## src/rtl/errinj_ctl.sv

```systemverilog
module errinj_ctl #(
  parameter int ADDR_W = 12,
  parameter logic [ADDR_W-1:0] HDR_OFS = 12'h1D4,
  parameter logic [ADDR_W-1:0] CTL_OFS = 12'h1D8,
  parameter logic [11:0] CAP_LEN = 12'hA,
  parameter logic [3:0]  CAP_REV = 4'h1,
  parameter logic [15:0] CAP_ID  = 16'h3,
  parameter int REQ_BIT = 2,
  parameter int DIS_BIT = 0
) (
  input  logic              clk,
  input  logic              rst,
  input  logic [ADDR_W-1:0] cfg_addr,
  input  logic [31:0]       cfg_wdata,
  input  logic              cfg_we,
  output logic [31:0]       cfg_rdata,
  input  logic              hw_err_i,
  output logic              err_o
);
  localparam logic [31:0] HDR_VAL = {CAP_LEN, CAP_REV, CAP_ID};

  logic cto_q, dis_q, inj_q;
  logic hdr_hit, ctl_hit, wr_ctl, new_req, new_dis, fire;
  logic [31:0] ctl_word;

  assign hdr_hit = (cfg_addr == HDR_OFS);
  assign ctl_hit = (cfg_addr == CTL_OFS);
  assign wr_ctl  = cfg_we && ctl_hit;
  assign new_req = cfg_wdata[REQ_BIT];
  assign new_dis = cfg_wdata[DIS_BIT];
  assign fire    = wr_ctl && new_req && !cto_q && !new_dis;

  always_comb begin
    ctl_word = '0;
    ctl_word[REQ_BIT] = cto_q;
    ctl_word[DIS_BIT] = dis_q;
  end

  assign cfg_rdata = hdr_hit ? HDR_VAL : (ctl_hit ? ctl_word : 32'h0);

  always_ff @(posedge clk) begin
    if (rst) begin
      cto_q <= 1'b0;
      dis_q <= 1'b0;
      inj_q <= 1'b0;
    end else begin
      inj_q <= fire;
      if (wr_ctl) begin
        cto_q <= new_req;
        dis_q <= new_dis;
      end
    end
  end

  assign err_o = hw_err_i | inj_q;

  logic unused_wd;
  assign unused_wd = ^cfg_wdata;
endmodule


```

## config.mk

```make
export PLATFORM = sky130hd
export DESIGN_NAME = errinj_ctl
export DESIGN_NICKNAME = d
export VERILOG_FILES = /design/src/rtl/errinj_ctl.sv
export SDC_FILE = /design/constraint.sdc
export NUM_CORES = 1
export LEC_CHECK = 0
export BUFFER_PORTS_ARGS = -buffer_cell sky130_fd_sc_hd__buf_2
export CORE_MARGIN = 3
export CORE_UTILIZATION = 28
export DETAILED_ROUTE_END_ITERATION = 10
export GPL_TIMING_DRIVEN = 0
export PLACE_DENSITY_LB_ADDON = 0.25
export SYNTH_ARGS = -nofsm -noshare
export SYNTH_HDL_FRONTEND = slang
export SYNTH_SLANG_ARGS = --single-unit
```

## constraint.sdc

```tcl
create_clock -name clk -period 1.5 [get_ports clk]
set_input_delay 0 -clock clk [delete_from_list [all_inputs] [get_ports clk]]
set_output_delay 0 -clock clk [all_outputs]
set_load 0.03 [all_outputs]
```

======== Word-level counts from Yosys, hierarchy flattened ========
Cells that the tools add are included.
storage, ports and cells
  ROM bits ................................ 0
  input bits .............................. 48
  latch bits .............................. 0
  word-level logic and storage cells ...... 14
  RAM bits ................................ 0
  output and inout port bits .............. 33
  flip-flop bits (word level) ............. 3
  memories kept ........................... 0
cells by class
  reduce and logical (&&, ||, !) cells .... 6
  multipliers ............................. 0
  order comparisons ....................... 0
  add/sub/neg operators ................... 0
  equality and inequality tests ........... 2
  muxes and demuxes ....................... 2
  div/mod/pow operators ................... 0
  bitwise logic cells ..................... 1
  shift operators ......................... 0
operators with widths
  operator             number
  $eq 12x9->1 const B  2
  $mux 24              1
  $logic_and 1x1->1    4
  $mux 3               1
  $logic_not 1->1      2
  $or 1x1->1           1

======== Logic depth before layout (Yosys ltp) ========
Gate-level depths: netlist (run 1).
  depth in word-level cells ............... 5
  depth in mapped cells ................... 4
  mapped depth without buffers ............ 3

======== Least setup slack after synthesis (run 1) ========
OpenSTA, ideal clock, no wires.
  path kind ............................... in2out
  start point ............................. in cfg_addr[1]
  end point ............................... out cfg_rdata[0]
  stages .................................. 3
  setup slack ............................. 0.594 ns
  path buffers ............................ 0
  data arrival time ....................... 0.906 ns
  required time ........................... 1.500 ns
  cells stage by stage .................... nor4b_4 nand3_1 a21oi_1
on the way
  cells in the longest elaborated chain, start to end .. 3
  elaborated cells on any way between the ends .. 4
  those cells by class .................... eq/ne (2); mux (2)
RTL lines
  what                line  text
  start: declaration  13    input logic [ADDR_W-1:0] cfg_addr,
  $eq 12x9->1         27    assign ctl_hit = (cfg_addr == CTL_OFS);
  $mux 3              39    assign cfg_rdata = hdr_hit ? HDR_VAL : (ctl_hit ? ctl_word : 32'h0);
  $mux 24 *           39
  end: declaration    16    output logic [31:0] cfg_rdata,
Mark *: on every way between the ends. The rest lies on a longest branch, timed or not.

======== Final worst setup path (run 1) ========
  start point ............................. in cfg_addr[1]
  end point ............................... out cfg_rdata[1]
on the way
  cells in the longest elaborated chain, start to end .. 2
RTL lines
  what         line  text
  $eq 12x9->1  26    assign hdr_hit = (cfg_addr == HDR_OFS);
  net hdr_hit  23    logic hdr_hit, ctl_hit, wr_ctl, new_req, new_dis, fire;
  $mux 24      39
The timed path passes the listed nets, and every way through them passes these cells.

==> summary.md, run 1 <==
| Metric | Value |
|---|---|
| Worst-case hold slack | 0.06842 ns |
| Met3 layer usage reported by global route | 2.734% |
| Buffer levels on the longest clock path | 2 |
| Final hold violation count | 0 |
| Combined global-route utilization of all metal layers | 7.814% |
| Number of setup violations in the final report | 0 |
| Layout fillers | 148 |
| Sequential area share after synthesis | 13.08% |
| Power density over cell area | 555.1 mW/mm² |
| Fraction of the cycle the final worst path needs | 74.85% |
| Leakage Power | 0.4445 nW |
| Antenna Violating Nets Remaining | 0 |
| I/O pin cnt | 81 |
| Sum of negative setup slack | 0 ns |
| Chip height | 46.50 µm |
| Die Area | 0.002162 mm² |
| Wire per inst | 6.806 µm |
| Met1 global-route usage | 8.257% |
| Count of TritonRoute iterations in the first routing pass | 4 |
| TritonCTS clock tree | built |
| Clock Sink Count | 3 |
| Vias post-DR | 412 |
| Initial antenna violation count | 0 |
| Initial standard-cell utilization of the core | 32.45% |
| Cell variety after synth | 15 |
| Crit start category | input pin |
| Maximum fanout along the worst path | 4 |
| Detailed-route vias per instance | 3.323 |
| Sw frac | 37.64% |
| Total detailed-routing wirelength | 844 µm |
| Inserted Diodes | 0 |
| Total internal power | 252.1 µW |
| Type of the worst setup path | input pin to output pin |
| Met2 Track Usage GR | 12.91% |
| Maximum number of pins on one net before global-route repair | 5 |
| Insertion delay of the later-clocked pin in the worst-skew pair | 0.23 ns |
| Yosys warning count | 0 |
| Post-Syn Area | 459.2 µm² |
| Number of instances in the synthesized netlist | 55 |
| Total net switching power | 152.1 µW |
| Total global routing overflow | 0 |
| Count of max-cap constraint violations | 0 |
| Count of H-tree levels built during CTS | 1 |
| Count of state elements after synthesis | 3 |
| Detailed Route Iter0 Violations | 1 |
| Unrepaired setup endpoints after global routing | no |
| Layer with the highest usage | met2 |
| Quantity of I/O buffers inserted on ports | 24 |
| Relative contribution of the clock network to total power | 34.4% |
| Capturing element type of the critical path | output pin |
| Endpoint required time on the critical path | 1.50 ns |
| Fraction of layout instances using a drive strength above 1 | 55.05% |
| First-pass GRT wire length | 1.179 mm |
| Worst hold-check path type | input pin to register |
| Clock tree skew after final layout | 0.0006393 ns |
| Number of pins with negative max-slew slack in the final report | 0 |
| Root Buffer | sky130_fd_sc_hd__clkbuf_4 |
| Routability Congestion | 0.6544 |
| Area growth, synth to finish | 58.58% |
| Combinational group share of total power | 45.8% |
| VDD IR-drop max | 0.2155 mV |
| Sequential share of power | 19.9% |
| Number of buffers inserted by post-CTS setup repair | 0 |
| Placeable Area | 0.001415 mm² |
| Layout net count | 158 |
| Arrival @ worst endpoint | 1.12 ns |
| Number of global-route vias before repair | 309 |
| Horizontal die dimension | 46.50 µm |
| Outcome | finished clean |
| Shortest clock period the worst path allows after layout | 1.123 ns |
| Top achievable clock speed | 890.7 MHz |
| Clock-pin transition on the worst setup and hold timing paths | 0.04 ns |
| DRC violation count after routing | 0 |
| Number of buffers created by CTS | 3 |
| Placement Rows | 13 |
| Synthesized area per cell | 8.349 µm² |
## metrics by stage
stage | total power [mW] | util [%] | setup WS, ns | instances | instance area, µm²
3_3_place_gp | 0.2609 | 48.89 | 0.3793 | 119 | 691.9
4_1_cts | 0.4095 | 51.46 | 0.3444 | 124 | 728.2
5_1_grt | 0.4345 | 51.46 | 0.2858 | 124 | 728.2
6_report | 0.4042 | 51.46 | 0.3773 | 124 | 728.2
3_5_place_dp | 0.2618 | 48.89 | 0.3477 | 119 | 691.9
2_1_floorplan | 0.2345 | - | 0.5938 | 80 | 553.0
## final cells by class
class,count,area (µm²),area share [%]
Buffer,30,225.2,30.93
Clock buffer,4,26.28,3.608
Multi-Input combinational cell,47,267.8,36.77
Sequential cell,3,60.06,8.247
Tap cell,15,18.77,2.577
Timing Repair Buffer,25,130.1,17.87
## worst max-delay path: stages
cell	delay [ns]
sky130_fd_sc_hd__buf_2	0.11
sky130_fd_sc_hd__nor4b_4	0.28
sky130_fd_sc_hd__nand3_1	0.16
sky130_fd_sc_hd__nor2_1	0.25
sky130_fd_sc_hd__buf_4	0.15
sky130_fd_sc_hd__buf_2	0.18
## cell usage after synthesis
cell type | count | area share, %
sky130_fd_sc_hd__buf_4 | 30 | 49
sky130_fd_sc_hd__nand2b_1 | 5 | 6.8
sky130_fd_sc_hd__dfxtp_1 | 3 | 13
sky130_fd_sc_hd__nor2_1 | 3 | 2.5
sky130_fd_sc_hd__mux2i_1 | 2 | 4.4
sky130_fd_sc_hd__nand2_1 | 2 | 1.6
sky130_fd_sc_hd__nor4b_4 | 2 | 10
sky130_fd_sc_hd__a21oi_1 | 1 | 1.1
sky130_fd_sc_hd__and3b_1 | 1 | 1.9
sky130_fd_sc_hd__and4_4 | 1 | 2.5
sky130_fd_sc_hd__and4b_1 | 1 | 2.2
sky130_fd_sc_hd__conb_1 | 1 | 0.82
sky130_fd_sc_hd__nand3_1 | 1 | 1.1
sky130_fd_sc_hd__nor2b_1 | 1 | 1.4
sky130_fd_sc_hd__or2_1 | 1 | 1.4
## power groups by stage
stage                     combinational, mW  sequential (mW)  clock [mW]
after global placement                0.179           0.0814           0
after global routing                  0.197           0.0801       0.157
after CTS                             0.182           0.0802       0.147
after floorplan                       0.153           0.0814           0
final                                 0.185           0.0803       0.139
after detailed placement              0.180           0.0814           0
## per-layer routing
layer / vias up / part of all wire, % / wire (µm)
met3: 0 / 19 / 163
met5: - / 0 / 0
met2: 30 / 46 / 387
met1: 153 / 35 / 293
met4: 0 / 0 / 0
li1: 229 / - / -
## cell families (layout without fill, tap and decap cells)
family / Yosys count / in the layout / synth area share, %
muxes: 2 / 2 / 4.360
AOI/OAI and AO/OA: 1 / 1 / 1.089
DFF: 3 / 3 / 13.08
and+or+nand+nor: 18 / 18 / 31.61
other: 1 / 26 / 0.8167
buffers and inverters: 30 / 59 / 49.05
## cell usage in the layout, fill, tap and decap left out
master / instances
sky130_fd_sc_hd__buf_4: 30
sky130_fd_sc_hd__conb_1: 26
sky130_fd_sc_hd__buf_2: 24
sky130_fd_sc_hd__nand2b_1: 5
sky130_fd_sc_hd__nor2_1: 3
sky130_fd_sc_hd__clkbuf_4: 3
sky130_fd_sc_hd__dfxtp_1: 3
sky130_fd_sc_hd__nor4b_4: 2
sky130_fd_sc_hd__nand2_1: 2
sky130_fd_sc_hd__mux2i_1: 2
sky130_fd_sc_hd__and4b_1: 1
sky130_fd_sc_hd__nand3_1: 1
sky130_fd_sc_hd__nor2b_1: 1
sky130_fd_sc_hd__a21oi_1: 1
sky130_fd_sc_hd__or2_1: 1
sky130_fd_sc_hd__and3b_1: 1
sky130_fd_sc_hd__and4_4: 1
sky130_fd_sc_hd__clkbuf_1: 1
sky130_fd_sc_hd__dlygate4sd3_1: 1
## final timing paths
path                  endpoint  slack [ns]  cells after the start         from
setup / recovery  cfg_rdata[1]        0.38                      6  cfg_addr[1]
hold / removal           dis_q        0.07                      3          rst
setup reg to reg         cto_q        0.84                      2        cto_q
hold reg to reg          dis_q        0.48                      2        dis_q
## sequential cells by signal, summed over array words and instances, names as in the netlist
register / count
inj_q: 1
cto_q: 1
dis_q: 1
## what timing repair did
item	CTS	global route
gates resized for setup	0	0
hold endpoints to repair	1	0
hold buffers	1	0
(Power assumes the default switching activity.)
==> run 2, diff against run 1 <==
Settings changed: CORE_UTILIZATION 28 to 23.
Clock period 1.5 ns to 0.95 ns, I/O delays scaled along.
==> run 2 against run 1 <==
  * Die area increased by 19%
  * Clock-buffer cell count did not move
  * Worst setup slack got worse by 0.36 ns
  * Clock skew up 0.00096 ns
  * Critical path type unchanged
  * Critical endpoint is now cfg_rdata[23]
  * Largest cell class unchanged
  * Highest routed layer unchanged
==> summary.md, run 2 (synthesis gave the netlist of run 1 again) <==
| Metric | Value |
|---|---|
| Critical R2R Launch | cto_q |
| Placeable Area | 0.001802 mm² (+27%) |
| Crit path buffers/inverters | 3 (unchanged) |
| Type of the worst setup path | input pin to output pin |
| Die Area | 0.002568 mm² (+19%) |
| Combined global-route utilization of all metal layers | 6.753% (-1.1 points) |
| Clock Sink Count | 3 (unchanged) |
| Final total power | 652.4 µW (+61%) |
| Leading cell types in the layout, fill and taps excluded | sky130_fd_sc_hd__buf_4 (32), sky130_fd_sc_hd__conb_1 (26), sky130_fd_sc_hd__buf_2 (16) |
| Clock-pin transition on the worst setup and hold timing paths | 0.04 ns (about the same) |
| Cell with the most instances on the worst path | sky130_fd_sc_hd__buf_6 |
| Cell chain of the critical path | buf_6 > nor4b_4 > nand3_2 > nor2_4 > buf_4 > buf_6 |
| Shortest clock period the worst path allows after layout | 0.9371 ns |
| Root Buffer | sky130_fd_sc_hd__clkbuf_4 |
| Largest registers | cto_q x1, dis_q x1, inj_q x1 |
| Power density over cell area | 805.9 mW/mm² (+45%) |
| First-pass GRT wire length | 1.324 mm (+12%) |
| Placement Rows | 15 (+2) |
| Area growth, synth to finish | 76.29% |
| Wire per inst | 7.222 µm (+6.1%) |
| Fraction of the cycle the final worst path needs | 98.64% |
| Capturing element type of the critical path | output pin |
| Total detailed-routing wirelength | 975 µm (+16%) |
| Detailed-route vias per instance | 3.119 (-6.1%) |
| Endpoint required time on the critical path | 0.95 ns (-0.55 ns) |
| Chip height | 50.68 µm (+9.0%) |
| Quantity of I/O buffers inserted on ports | 24 (unchanged) |
| Path length in cells of the critical path | 6 (unchanged) |
| Clock tree skew after final layout | 0.001599 ns (+0.0009593 ns) |
| Number of buffers created by CTS | 3 (unchanged) |
| Worst reg-to-reg setup slack | 0.35 ns (-0.49 ns) |
| Number of setup violations in the final report | 0 (unchanged) |
| Placement-stage cell area | 704.4 µm² (+1.8%) |
| Initial standard-cell utilization of the core | 25.49% (-7.0 points) |
| Utilization after layout | 44.93% (-6.5 points) |
| Worst path max stage delay | 0.30 ns (+0.02 ns) |
| Kind of cell adding the most delay to the critical path | simple AND/OR/NAND/NOR gates |
| Outcome | finished clean |
| Horizontal die dimension | 50.68 µm (+9.0%) |
| I/O pin cnt | 81 (unchanged) |
| Crit start category | input pin |
| Count of TritonRoute iterations in the first routing pass | 1 (-3) |
| Routability Congestion | 0.6018 (-8.0%) |
| Final hold violation count | 0 (unchanged) |
| Layout net count | 159 (+0.63%) |
| Detailed Route Iter0 Violations | 0 (-1) |
| Number of pins with negative max-slew slack in the final report | 0 (unchanged) |
| Worst hold-check path type | input pin to register |
| Worst Hold Path EP | cto_q |
| R2r endpoint | inj_q |
| Insertion delay of the later-clocked pin in the worst-skew pair | 0.23 ns (about the same) |
| Area of all placed cells without fillers | 809.5 µm² (+11%) |
| Leading cell type in the layout, fill and taps excluded | sky130_fd_sc_hd__buf_4 |
| Leakage Power | 0.4582 nW (+3.1%) |
| Sum of net half-perimeters after detailed placement | 852.3 µm |
| Inserted Diodes | 0 (unchanged) |
| Worst Min Path Start | rst |
| Top achievable clock speed | 1067 MHz |
| Total global routing overflow | 0 (unchanged) |
| Arrival @ worst endpoint | 0.94 ns (-0.18 ns) |
| Initial antenna violation count | 0 (unchanged) |
| TritonCTS clock tree | built |
| Unrepaired setup endpoints after global routing | yes |
| Library cell contributing the largest single delay on the critical path | sky130_fd_sc_hd__nor4b_4 |
| Sum of negative setup slack | 0 ns (unchanged) |
| Buffer levels on the longest clock path | 2 (unchanged) |
| Fraction of layout instances using a drive strength above 1 | 59.09% (+4.0 points) |
| Vias post-DR | 421 (+2.2%) |
| Cells on worst reg2reg path | 1 (-1) |
| Count of max-cap constraint violations | 0 (unchanged) |
| VDD IR-drop max | 0.2829 mV (+31%) |
| Count of H-tree levels built during CTS | 1 (unchanged) |
| Antenna Violating Nets Remaining | 0 (unchanged) |
| DRC violation count after routing | 0 (unchanged) |
| Maximum number of pins on one net before global-route repair | 5 (unchanged) |
| Hold path cells | 3 (unchanged) |
| Maximum fanout along the worst path | 4 (unchanged) |
| Number of global-route vias before repair | 361 (+17%) |
==> run 2: layout make-up <==
| type | count | area [µm²] |
|---|---|---|
| Multi-Input combinational cell | 47 | 280.3 |
| Buffer | 30 | 229.0 |
| Tap cell | 25 | 31.28 |
| Timing Repair Buffer | 26 | 180.2 |
| Clock buffer | 4 | 26.28 |
| Sequential cell | 3 | 62.56 |
| Fill cell | 183 | 992.2 |
==> run 2: where the power goes <==
group          switching, mW  internal (mW)  total, mW
logic                  0.181          0.121      0.302
registers         0.00000838          0.127      0.127
clock network         0.0664          0.157      0.224
total                  0.248          0.405      0.652
==> run 2: routing by layer <==
metal | GRT usage (%) | routed length [µm] | vias up
met1 | 4.762 | 285 | 165
li1 | - | - | 231
met4 | 4.036 | 0 | 0
met2 | 14.57 | 566 | 25
met5 | 0 | 0 | -
met3 | 2.077 | 124 | 0
==> run 2: worst max path at each step <==
stage	startpoint	end	slack, ns
3_5_place_dp	cfg_addr[1]	cfg_rdata[1]	-0.21
5_1_grt	cfg_addr[9]	cfg_rdata[16]	-0.08
6_report	cfg_addr[9]	cfg_rdata[23]	0.01
3_3_place_gp	cfg_addr[1]	cfg_rdata[1]	-0.15
2_1_floorplan	cfg_addr[1]	cfg_rdata[0]	0.04
4_1_cts	cfg_addr[9]	cfg_rdata[1]	-0.005
==> run 2: stage by stage <==
stage | setup slack (ns) | hold WS [ns] | instances
after global placement | -0.1505 | 0.2166 | 129
after detailed placement | -0.2059 | 0.2177 | 129
after global routing | -0.07709 | 0.06503 | 135
after CTS | -0.005143 | 0.06288 | 135
after floorplan | 0.04383 | 0.07110 | 80
final | 0.01292 | 0.05540 | 135
==> run 2: worst min-delay path, cell delays in order <==
cell	delay, ns
sky130_fd_sc_hd__buf_2	0.09
sky130_fd_sc_hd__nand2b_1	0.09
sky130_fd_sc_hd__mux2i_1	0.05
==> run 2: timing repair <==
item	CTS	global route
hold endpoints to repair	1	0
hold buffers	1	0
endpoints found under the setup margin	6	6
resized for setup	13	5
pin swaps	3	1
setup buffers	1	0
